### src/rtl/memBridgePkg.sv
package memBridgePkg;

  typedef enum logic [2:0] {
    ST_IDLE     = 3'd0,
    ST_REQUEST  = 3'd1,
    ST_ACCESS   = 3'd2,
    ST_COMPLETE = 3'd3,
    ST_RELEASE  = 3'd4
  } bridgeState_t;

  // strobes from control to datapath
  typedef struct packed {
    logic loadOut;   // capture processor address / write word
    logic loadIn;    // capture word returned by the SRAM
  } ctrlStrobes_t;

endpackage

### src/rtl/memBridgeCtrl.sv
module memBridgeCtrl
  import memBridgePkg::*;
(
  input  logic         clk,
  input  logic         rstN,
  input  logic         cpuRead,
  input  logic         cpuWrite,
  input  logic         busGrantN,
  output logic         cpuWait,
  output logic         busReqN,
  output logic         busStrobeN,
  output logic         busWriteSelN,
  output ctrlStrobes_t strobes
);

  bridgeState_t state, stateNext;
  logic isWrite;
  logic armed;
  logic anyReq;
  logic accept;
  logic granted;

  assign anyReq  = cpuRead | cpuWrite;
  assign accept  = (state == ST_IDLE) && anyReq && armed;
  assign granted = ~busGrantN;

  always_comb begin
    stateNext = state;
    unique case (state)
      ST_IDLE:     if (accept) stateNext = ST_REQUEST;
      ST_REQUEST:  if (granted) stateNext = ST_ACCESS;
      ST_ACCESS:   stateNext = granted ? ST_COMPLETE : ST_REQUEST;
      ST_COMPLETE: stateNext = ST_RELEASE;
      ST_RELEASE:  stateNext = ST_IDLE;
      default:     stateNext = ST_IDLE;
    endcase
  end

  always_ff @(posedge clk) begin
    if (!rstN) begin
      state   <= ST_IDLE;
      isWrite <= 1'b0;
      armed   <= 1'b1;
    end else begin
      state <= stateNext;
      if (accept) isWrite <= cpuWrite;
      if (state == ST_COMPLETE) armed <= 1'b0;
      else if (!anyReq) armed <= 1'b1;
    end
  end

  logic strobeOn;
  assign strobeOn = (state == ST_ACCESS) && granted;

  always_comb begin
    busReqN      = ~((state == ST_REQUEST) || (state == ST_ACCESS) || (state == ST_COMPLETE));
    busStrobeN   = ~strobeOn;
    busWriteSelN = ~(strobeOn && isWrite);
    unique case (state)
      ST_IDLE:     cpuWait = anyReq && armed;
      ST_REQUEST,
      ST_ACCESS:   cpuWait = 1'b1;
      ST_COMPLETE: cpuWait = 1'b0;
      ST_RELEASE:  cpuWait = anyReq;
      default:     cpuWait = 1'b0;
    endcase
    strobes.loadOut = accept;
    strobes.loadIn  = strobeOn && !isWrite;
  end

  a_r3_strobe_single: assert property (@(posedge clk) disable iff (!rstN)
    !busStrobeN |=> busStrobeN);
  a_r3_strobe_after_req: assert property (@(posedge clk) disable iff (!rstN)
    !busStrobeN |-> $past(!busReqN));
  a_r4_wrsel_in_strobe: assert property (@(posedge clk) disable iff (!rstN)
    !busWriteSelN |-> !busStrobeN);
  a_r7_wait_after_strobe: assert property (@(posedge clk) disable iff (!rstN)
    !busStrobeN |=> !cpuWait);
  a_r8_req_drop: assert property (@(posedge clk) disable iff (!rstN)
    (!busReqN && !cpuWait) |=> busReqN);
  a_r10_no_strobe_ungranted: assert property (@(posedge clk) disable iff (!rstN)
    busGrantN |-> busStrobeN);

endmodule

### src/rtl/memBridgeDatapath.sv
module memBridgeDatapath
  import memBridgePkg::*;
#(
  parameter int CPU_ADDR_W = 32,
  parameter int BUS_ADDR_W = 24,
  parameter int DATA_W     = 32
) (
  input  logic                  clk,
  input  logic                  rstN,
  input  ctrlStrobes_t          strobes,
  input  logic [CPU_ADDR_W-1:0] cpuAddr,
  input  logic [DATA_W-1:0]     cpuDataOut,
  input  logic [DATA_W-1:0]     busDataIn,
  output logic [BUS_ADDR_W-1:0] busAddr,
  output logic [DATA_W-1:0]     busDataOut,
  output logic [DATA_W-1:0]     cpuDataIn
);

  localparam int BYTE_OFF = $clog2(DATA_W / 8);

  always_ff @(posedge clk) begin
    if (!rstN) begin
      busAddr    <= '0;
      busDataOut <= '0;
      cpuDataIn  <= '0;
    end else begin
      if (strobes.loadOut) begin
        busAddr    <= cpuAddr[BYTE_OFF +: BUS_ADDR_W];
        busDataOut <= cpuDataOut;
      end
      if (strobes.loadIn) cpuDataIn <= busDataIn;
    end
  end

endmodule

### src/rtl/memBusBridge.sv
module memBusBridge
  import memBridgePkg::*;
#(
  parameter int CPU_ADDR_W = 32,
  parameter int BUS_ADDR_W = 24,
  parameter int DATA_W     = 32
) (
  input  logic                  clk,
  input  logic                  rstN,
  input  logic                  cpuRead,
  input  logic                  cpuWrite,
  input  logic [CPU_ADDR_W-1:0] cpuAddr,
  input  logic [DATA_W-1:0]     cpuDataOut,
  output logic                  cpuWait,
  output logic [DATA_W-1:0]     cpuDataIn,
  output logic                  busReqN,
  input  logic                  busGrantN,
  output logic                  busStrobeN,
  output logic                  busWriteSelN,
  output logic [BUS_ADDR_W-1:0] busAddr,
  output logic [DATA_W-1:0]     busDataOut,
  input  logic [DATA_W-1:0]     busDataIn
);

  ctrlStrobes_t strobes;

  memBridgeCtrl ctrl (
    .clk(clk), .rstN(rstN), .cpuRead(cpuRead), .cpuWrite(cpuWrite),
    .busGrantN(busGrantN), .cpuWait(cpuWait), .busReqN(busReqN),
    .busStrobeN(busStrobeN), .busWriteSelN(busWriteSelN), .strobes(strobes)
  );

  memBridgeDatapath #(
    .CPU_ADDR_W(CPU_ADDR_W), .BUS_ADDR_W(BUS_ADDR_W), .DATA_W(DATA_W)
  ) dpath (
    .clk(clk), .rstN(rstN), .strobes(strobes), .cpuAddr(cpuAddr),
    .cpuDataOut(cpuDataOut), .busDataIn(busDataIn), .busAddr(busAddr),
    .busDataOut(busDataOut), .cpuDataIn(cpuDataIn)
  );

  a_r5_bus_hold: assert property (@(posedge clk) disable iff (!rstN)
    (!busReqN && $past(!busReqN)) |-> ($stable(busAddr) && $stable(busDataOut)));

endmodule

### config.mk
export PLATFORM = sky130hd
export DESIGN_NAME = memBusBridge
export DESIGN_NICKNAME = d
export VERILOG_FILES = /design/src/rtl/memBridgePkg.sv /design/src/rtl/memBridgeCtrl.sv /design/src/rtl/memBridgeDatapath.sv /design/src/rtl/memBusBridge.sv
export SDC_FILE = /design/constraint.sdc
export NUM_CORES = 1
export LEC_CHECK = 0
export ABC_AREA = 1
export BUFFER_PORTS_ARGS = -buffer_cell sky130_fd_sc_hd__buf_4
export CAP_MARGIN = 20
export CORE_MARGIN = 2
export CORE_UTILIZATION = 49
export DETAILED_ROUTE_END_ITERATION = 10
export GPL_TIMING_DRIVEN = 0
export PLACE_DENSITY = 0.93
export RECOVER_POWER = 50
export SYNTH_ARGS = -nofsm -noshare
export SYNTH_HDL_FRONTEND = slang
export SYNTH_SLANG_ARGS = --single-unit
### constraint.sdc
create_clock -name clk -period 2.59 [get_ports clk]
set_clock_uncertainty 0.1 [all_clocks]
set_input_delay 0.1295 -clock clk [delete_from_list [all_inputs] [get_ports clk]]
set_output_delay 0.1295 -clock clk [all_outputs]
set_load 0.02 [all_outputs]
==> impl_metrics.ini, run 1 <==
[critical_path]
cpPeakStageDelay_ps = 320
cp_num_buf_inv = 3
crit_type = reg2out
crit_path_end_kind = output pin
cp.arrival_ps = 1700
path_delay_family = buffers and inverters
reg2reg_from = ctrl.state[1]
start_kind = flip-flop
cpMostUsedCell = nand2_1
crit_start = ctrl.state[1]
crit_chain = clkbuf_1 > inv_1 > nand2_1 > nor2_1 > nand2_1 > nand4_1 > buf_4
critPathMaxFanout = 7
crit_required_ps = 2360
cp_slowest_cell = dfxtp_1
rrSetupSlack_ps = 870

[timing]
setup_slack_ps = 665.1
fmax_mhz = 519.5
period_minus_slack_ps = 1925
hold_viol_final = 0
setup_viol = 0
tns_ps = 0
relSlewSlack_pct = 60.58
slew_viol_final = 0
fin_crit_sh_pct = 74.32
rsz0062_at_grt = no
tightest_slew_ps = 591.2

[cells_and_area]
insertedDiodeCount = 0
fin_nets = 988
final_area_sq_um = 6128
final_common_cell = nand2_1
drive_above_1_share_pct = 14.48
area_growth_pct = 56.79
mostFrequentLayoutCells = nand2_1, nor2_1, clkbuf_1
fill_cells = 527

[floorplan]
start_util_pct = 50.58
num_rows = 32
io_pins = 193
die_area_sq_um = 8708
die_x_um = 93.32
die_y_um = 93.32
core_sq_um = 7727

[clock_tree]
cts_root_buffer = clkbuf_8
h-tree-depth = 3
cts_buffers = 9
cts_tree = built
path_clk_slew_ps = 90
cts.repair.resized = 0
clock-sinks = 93
clk_latency_ps = 360
clockBufferDepth = 2
post-cts-setup-buffer-count = 0

[job]
drv_cap = 0

[route]
drcViolationCount = 0
vias_per_cell = 4.852
first_pass_iters = 7
drt-initial-drc-count = 187
antenna_left = 0
wire_per_inst_um = 14.81
drt-total-wl_mm = 14.70
via_count = 4818

[place]
place_hpwl_mm = 7.949
io_buffers = 183
dpl_worst_slack_ps = 1072
place.gp.congestion = 0.7831
post_dp_cell_area_sq_um = 5410

[power]
p_leak_uw = 0.003285
power_density_nw_per_um2 = 626.3
max-vdd-ir-drop_mv = 0.3303

[worst_hold_path]
hold_path.class = in2reg
hp-start = cpuDataOut[28]

[yosys]
syn_area_sq_um = 3909
ys_seq_area_share_pct = 47.63
avgSynthCellArea_sq_um = 6.439
synth.net_count = 708
synth-seq-cells = 93
synth_warnings = 0
ys_types = 14
synth_cells = 607

[grt]
grtUsageTotal_pct = 32.86
grt-ovfl-total = 0
grt_start_max_net_pins = 16
antenna_found_initial = 0
grt_first_pass_wirelength_mm = 22.30
grt_pass1_vias = 4876

[outcome]
status = finished clean
## path summary, 6_finish.rpt
kind,cells past startpoint,end
max,7,cpuWait
min,5,dpath.busDataOut[28]
max reg2reg,5,dpath.cpuDataIn[26]
min reg2reg,2,dpath.busAddr[16]
## metal layers
metal | GRT usage [%] | vias to the layer above | routed length, um
met2 | 60.79 | 314 | 7425
met3 | 7.897 | 77 | 1430
met5 | 0 | - | 0
li1 | - | 2283 | -
met1 | 32.62 | 2144 | 5156
met4 | 20.59 | 0 | 691
## logic make-up after synthesis
kind of cell    share of synthesized area, %
compound gates                        0.1602
buf+inv                                14.08
flops                                  47.63
simple gates                           38.12
## state kept, by name (all words and copies together), names as in the netlist
name,flops
dpath.busAddr,24
dpath.busDataOut,32
ctrl.state,3
dpath.cpuDataIn,32
ctrl.armed,1
ctrl.isWrite,1
## repair_timing
action,CTS,global route
hold buffers,86,0
hold endpoints to repair,87,0
setup endpoints to repair,0,0
## per-stage QoR
stage	cells	power, uW	utilization [%]	hold WS [ps]
final	993	3838	79.31	12.98
after global routing	993	3988	79.31	34.45
after CTS	993	3880	83.60	1.015
after detailed placement	892	2831	70.01	258.4
after global placement	892	2794	70.01	250.4
after floorplan	607	2357	-	164.4
## cell usage after synthesis, drive strengths merged
cell type	instances	area (sq um)
nand2	190	713.2
nor2	189	726.9
inv	97	364.1
dfxtp	93	1862
buf	17	141.4
clkbuf	12	45.04
nand3	4	20.02
nand4	3	25.02
a31oi	1	6.260
nor3	1	5.000
## power breakdown
group	total [uW]	internal (uW)	switching, uW
Clock	987	445	542
Sequential	1690	1590	96.4
Combinational	1160	447	716
## worst register-to-register path, cell delays in order, from the launching register on
cell and delay [ps]:
dfxtp_1 320, clkbuf_1 280, nand4_2 320, clkbuf_1 340, nor2_1 190, nor2_1 60
## layout make-up
| cell class | instances | area [sq um] | share of cell area (%) |
|---|---|---|---|
| multi-input combinational | 388 | 1496 | 24.42 |
| tap | 102 | 127.6 | 2.082 |
| clock inverter | 5 | 61.31 | 1.000 |
| timing repair buffer | 269 | 1904 | 31.07 |
| inverter | 97 | 364.1 | 5.941 |
| buffer | 29 | 185.2 | 3.022 |
| sequential | 93 | 1862 | 30.38 |
| clock buffer | 10 | 127.6 | 2.082 |
(Power assumes the default switching activity.)
==> inputs of run 2 (changes only) <==
Settings changed: ABC_AREA 1 to 0, CORE_UTILIZATION 49 to 41, PLACE_DENSITY 0.93 to 0.84.
Clock period 2.59 ns to 1.7 ns, I/O delays scaled along.
==> run 2 against run 1 <==
Hold slack improved by 17 ps. The flow now finishes with violations (setup timing). Global-route usage fell by 6.8 points. Final area rose by 4.2%. Combinational power up 13%. Highest routed layer unchanged. Largest power group unchanged. Register-to-register slack worse by 1000 ps.
==> impl_metrics.ini, run 2 <==
[yosys]
yosysMostFrequentCell = nand2_1
synth_cells = 414
synth-seq-cells = 93
synth_top_cell_by_area = dfxtp_1
async_flop_share_pct = 0
synthTopCellsByArea = dfxtp_1, mux2i_1, nand2_1
synth_top_area_share_pct = 49.16
ys_seq_area_share_pct = 49.16
ys_types = 26
synth.net_count = 515
synth_flop_cell = dfxtp_1
yosys-top-cells-count = nand2_1, dfxtp_1, mux2i_1
syn_area_sq_um = 3787
synth_edf_count = 0
synth_warnings = 0
avgSynthCellArea_sq_um = 9.148

[power]
power_density_nw_per_um2 = 829.2
max-vdd-ir-drop_mv = 0.4976
power.total_uw = 5296
p_leak_uw = 0.002791

[place]
io_buffers = 183
placedCellCount = 708
post_dp_cell_area_sq_um = 5300
place.gp.congestion = 0.8163
place_hpwl_mm = 7.825

[cells_and_area]
layout.area.seq_sq_um = 1871
mostFrequentLayoutCells = nand2_1, buf_4, clkbuf_1
drive_above_1_share_pct = 22.56
fin_nets = 814
multi_input_area_sq_um = 1753
final_cells = 830
fill_cells = 692
top_regs = dpath.busDataOut (32), dpath.cpuDataIn (32), dpath.busAddr (24)
final_util_pct = 70.11
area_growth_pct = 68.62
final_common_cell = nand2_1
final_area_sq_um = 6386

[timing]
fin_crit_sh_pct = 107.5
setup_slack_ps = -128.1
fmax_mhz = 547.0
setup_viol = 31
rsz0062_at_grt = yes
tightest_slew_ps = 550.1
period_minus_slack_ps = 1828
slew_viol_final = 0
tns_ps = -2094
hold_viol_final = 0
relSlewSlack_pct = 63.33

[clock_tree]
cts_root_buffer = clkbuf_8
cts_tree = built
cts_buffers = 9
clockBufferDepth = 2
path_clk_slew_ps = 90
clock-sinks = 93
h-tree-depth = 3
clk_latency_ps = 350

[grt]
grt_util_met1_pct = 26.92
grt_first_pass_wirelength_mm = 20.60
grtUsageTotal_pct = 26.04
grt_use_met3_pct = 5.362
met2_usage_pct = 50.10
antenna_found_initial = 0
grt-ovfl-total = 0
grt_pass1_vias = 4361
grt_busiest_layer = met2
grt_start_max_net_pins = 16

[outcome]
violations = setup timing
status = finished, violations left

[critical_path]
critPathMaxFanout = 5
reg2reg_from = ctrl.state[0]
crit_chain = or4b_4 > buf_6 > nor2_8 > buf_12 > clkbuf_16 > mux2i_1
cp-endpoint = dpath.cpuDataIn[13]
cp.arrival_ps = 2010
rrSetupSlack_ps = -130
crit_required_ps = 1880
crit_type = reg2reg
r2r-end = dpath.cpuDataIn[13]
start_kind = flip-flop
cp_slowest_cell = or4b_4
crit_start = ctrl.state[0]
crit_path_end_kind = flip-flop
cpPeakStageDelay_ps = 540
rr_worst_depth = 6

[floorplan]
die_area_sq_um = 10020
die_y_um = 100.1
start_util_pct = 41.58
num_rows = 35
die_x_um = 100.1
io_pins = 193
core_sq_um = 9109

[route]
first_pass_iters = 4
wire_per_inst_um = 16.34
drcViolationCount = 0
vias_per_cell = 4.902
via_count = 4069
drt-initial-drc-count = 74
antenna_left = 0
drt-total-wl_mm = 13.56

[worst_hold_path]
hold_path.class = in2reg

[job]
drv_cap = 0
run 2: cell count changes in the layout (fill, tap and decap cells not counted), sizes merged, moves of 5 or more:
| cell | previous run | this run |
|---|---|---|
| buf | 111 | 133 |
| mux2i | 0 | 90 |
| nand2 | 190 | 179 |
| nor2 | 189 | 3 |
| dlygate4sd3 | 86 | 91 |
| inv | 98 | 2 |
run 2: per-stage QoR:
stage                     setup WS, ps  hold WS [ps]
after global placement          -119.8         171.1
after global routing            -141.6         59.87
after floorplan                  5.531         63.37
after detailed placement        -215.6         177.0
final                           -128.1         30.40
after CTS                       -136.3        -208.2
run 2: metal layers:
layer  share of wire, %  vias up  wire length [um]
met1                 37     1919              5039
met4                3.4        0               466
met5                  0        -                 0
met3                6.4       44               869
met2                 53      176              7188
li1                   -     1930                 -
run 2: cells by family (layout without fill, tap and decap cells):
| logic type | after synthesis | count (layout) | synth area share (%) |
|---|---|---|---|
| XOR/XNOR | 1 | 1 | 0.2313 |
| buffers and inverters | 34 | 338 | 5.451 |
| multiplexers | 90 | 90 | 23.79 |
| AO/OA/AOI/OAI | 7 | 7 | 1.288 |
| other | 0 | 1 | 0 |
| flip-flops | 93 | 93 | 49.16 |
| AND/OR/NAND/NOR | 189 | 189 | 20.09 |
run 2: repair_timing:
| action | CTS | global route |
|---|---|---|
| gates resized for setup | 17 | 12 |
| hold buffers | 90 | 1 |
| endpoints found under the hold margin | 92 | 2 |
| buffers inserted | 13 | 2 |
| pin swaps | 3 | 4 |
| setup endpoints to repair | 63 | 85 |
| cloned | 2 | 1 |
run 2: how the worst min path moves through the flow:
stage	start	end	slack (ps)	cells past startpoint
after global routing	cpuWrite	ctrl.armed	60	4
after floorplan	busGrantN	ctrl.state[1]	60	1
after global placement	busGrantN	ctrl.state[1]	170	2
final	cpuWrite	ctrl.armed	30	4
after CTS	busGrantN	ctrl.state[1]	-210	2
after detailed placement	busGrantN	ctrl.state[1]	180	2
run 2: power breakdown:
| group | internal (uW) | switching [uW] |
|---|---|---|
| logic | 639 | 672 |
| clock network | 761 | 801 |
| registers | 2330 | 88.8 |
run 2: critical path, delay by kind of cell (launching register included):
| family | cells | cell delay [ps] |
|---|---|---|
| and+or+nand+nor | 2 | 660 |
| muxes | 1 | 200 |
| DFF | 1 | 360 |
| buffers and inverters | 3 | 430 |
run 2: cell type report:
| type | instances | area share [%] |
|---|---|---|
| Clock inverter | 5 | 0.9208 |
| Sequential cell | 93 | 29.29 |
| Clock buffer | 11 | 2.371 |
| Multi-Input combinational cell | 287 | 27.45 |
| Buffer | 30 | 3.194 |
| Timing Repair Buffer | 290 | 34.44 |
| Inverter | 2 | 0.1176 |
| Antenna cell | 1 | 0.03918 |
| Tap cell | 111 | 2.175 |
==> inputs of run 3 (changes only) <==
Settings changed: CORE_UTILIZATION 41 to 35, CTS_CLUSTER_DIAMETER set to 100, GPL_TIMING_DRIVEN 0 to 1, PLACE_DENSITY 0.84 to 0.75.
==> run 3 against run 2 <==
The flow still finishes with violations (setup timing). Hold slack improved by 270 ps. Die area increased by 16%. Combinational power decreased by 4%. Power decreased by 2.9%. Sequential power about the same. Sequential cell count unchanged. Critical path type is now reg2out. Critical endpoint is now busWriteSelN. Largest cell class unchanged.
==> impl_metrics.ini, run 3 (synthesis gave the netlist of run 2 again) <==
[timing]
period_minus_slack_ps = 1746
slew_viol_final = 0
fmax_mhz = 572.8
setup_viol = 1
hold_viol_final = 0
setup_slack_ps = -45.91
relSlewSlack_pct = 78.19
tns_ps = -45.91
fin_crit_sh_pct = 102.7
tightest_slew_ps = 327.1
whs_ps = 302.3
rsz0062_at_grt = yes

[route]
drt-initial-drc-count = 213
antenna_left = 0
first_pass_iters = 6
dr_wl_met3_um = 854
maxUsedRoutingLayer = met4
vias_per_cell = 4.545
route.met2.wl_mm = 5.656
drcViolationCount = 0
wire_per_inst_um = 13.75
wl_met1_mm = 4.581
via_count = 3754
drt-total-wl_mm = 11.36

[critical_path]
crit_path_end_kind = output pin
crit_type = reg2out
critPathMaxFanout = 2
start_kind = flip-flop
rrSetupSlack_ps = 10
cp.arrival_ps = 1560
rr_worst_depth = 5
r2r-end = dpath.cpuDataIn[2]
crit_required_ps = 1510
reg2reg_from = ctrl.state[0]

[floorplan]
die_area_sq_um = 11670
die_x_um = 108.0
die_y_um = 108.0
io_pins = 193
num_rows = 37
core_sq_um = 10420
start_util_pct = 36.36

[power]
power.total_uw = 5141
p_leak_uw = 0.002699
max-vdd-ir-drop_mv = 0.4821
power_density_nw_per_um2 = 829.1

[clock_tree]
cts_buffers = 9
cts_tree = built
clockBufferDepth = 2
clock-sinks = 93
path_clk_slew_ps = 80
h-tree-depth = 3
clk_latency_ps = 350
cts_root_buffer = clkbuf_8

[cells_and_area]
final_common_cell = nand2_1
fill_cells = 905
mostFrequentLayoutCells = nand2_1, buf_4, dfxtp_1, dlygate4sd3_1, mux2i_1
multi_input_area_sq_um = 1730
insertedDiodeCount = 0
top_regs = dpath.busDataOut (32), dpath.cpuDataIn (32), dpath.busAddr (24)
layout.area.seq_sq_um = 1863
area_growth_pct = 63.73
drive_above_1_share_pct = 20.87
final_util_pct = 59.53
fin_nets = 786

[worst_hold_path]
hp-start = busGrantN
hold_depth = 6
hold_end = dpath.cpuDataIn[11]
hold_path.class = in2reg

[grt]
grt-ovfl-total = 0
grt_pass1_vias = 3922
grt_first_pass_wirelength_mm = 17.90
grt_start_max_net_pins = 63
grtUsageTotal_pct = 19.20
antenna_found_initial = 0

[outcome]
violations = setup timing
status = finished, violations left

[job]
drv_cap = 0

[place]
place.gp.congestion = 0.7192
place_hpwl_mm = 6.760
io_buffers = 184
-- run 3: worst max path at each step --
stage                                endpoint           from  slack (ps)
after CTS                        busWriteSelN  ctrl.state[0]         -80
after global routing             busWriteSelN  ctrl.state[0]        -100
after floorplan           dpath.cpuDataIn[10]  ctrl.state[0]           6
after detailed placement     dpath.busAddr[0]  ctrl.state[2]          50
final                            busWriteSelN  ctrl.state[0]         -50
after global placement      dpath.busAddr[14]  ctrl.state[2]         120
-- run 3: power by group --
| part | internal [uW] | switching, uW | total [uW] |
|---|---|---|---|
| clock | 717 | 747 | 1460 |
| sequential | 2330 | 86.7 | 2420 |
| combinational | 619 | 637 | 1260 |
-- run 3: critical path: stages, from the launching register on --
cell and delay, ps:
dfxtp_2 320, or4b_4 510, or2_4 250, buf_6 130
-- run 3: area by class of cell --
| type | count | area share [%] |
|---|---|---|
| multi-input combinational | 287 | 27.91 |
| clock buffer | 12 | 2.341 |
| tap | 136 | 2.744 |
| clock inverter | 4 | 0.7667 |
| timing repair buffer | 292 | 36.08 |
| inverter | 2 | 0.1211 |
| sequential | 93 | 30.04 |
-- run 3: stage by stage --
stage | setup slack [ps] | area [sq um] | cells
3_5_place_dp | 47.01 | 5326 | 714
6_report | -45.91 | 6201 | 826
2_1_floorplan | 5.531 | 3787 | 414
4_1_cts | -81.22 | 6451 | 823
5_1_grt | -100.4 | 6201 | 826
3_3_place_gp | 122.6 | 5326 | 714
-- run 3: metal layers --
metal,GRT usage [%],vias up
met1,20.67,1703
met4,8.608,0
met3,4.822,29
met2,35.27,150
li1,-,1872
met5,0,-
-- run 3: repair_timing --
item / 4_1_cts / 5_1_grt
setup buffers: 1 / 2
hold endpoints to repair: 93 / 0
resized for setup: 1 / 3
setup endpoints to repair: 1 / 30
cloned: 0 / 1
pin swaps: 1 / 0
hold buffers: 92 / 0
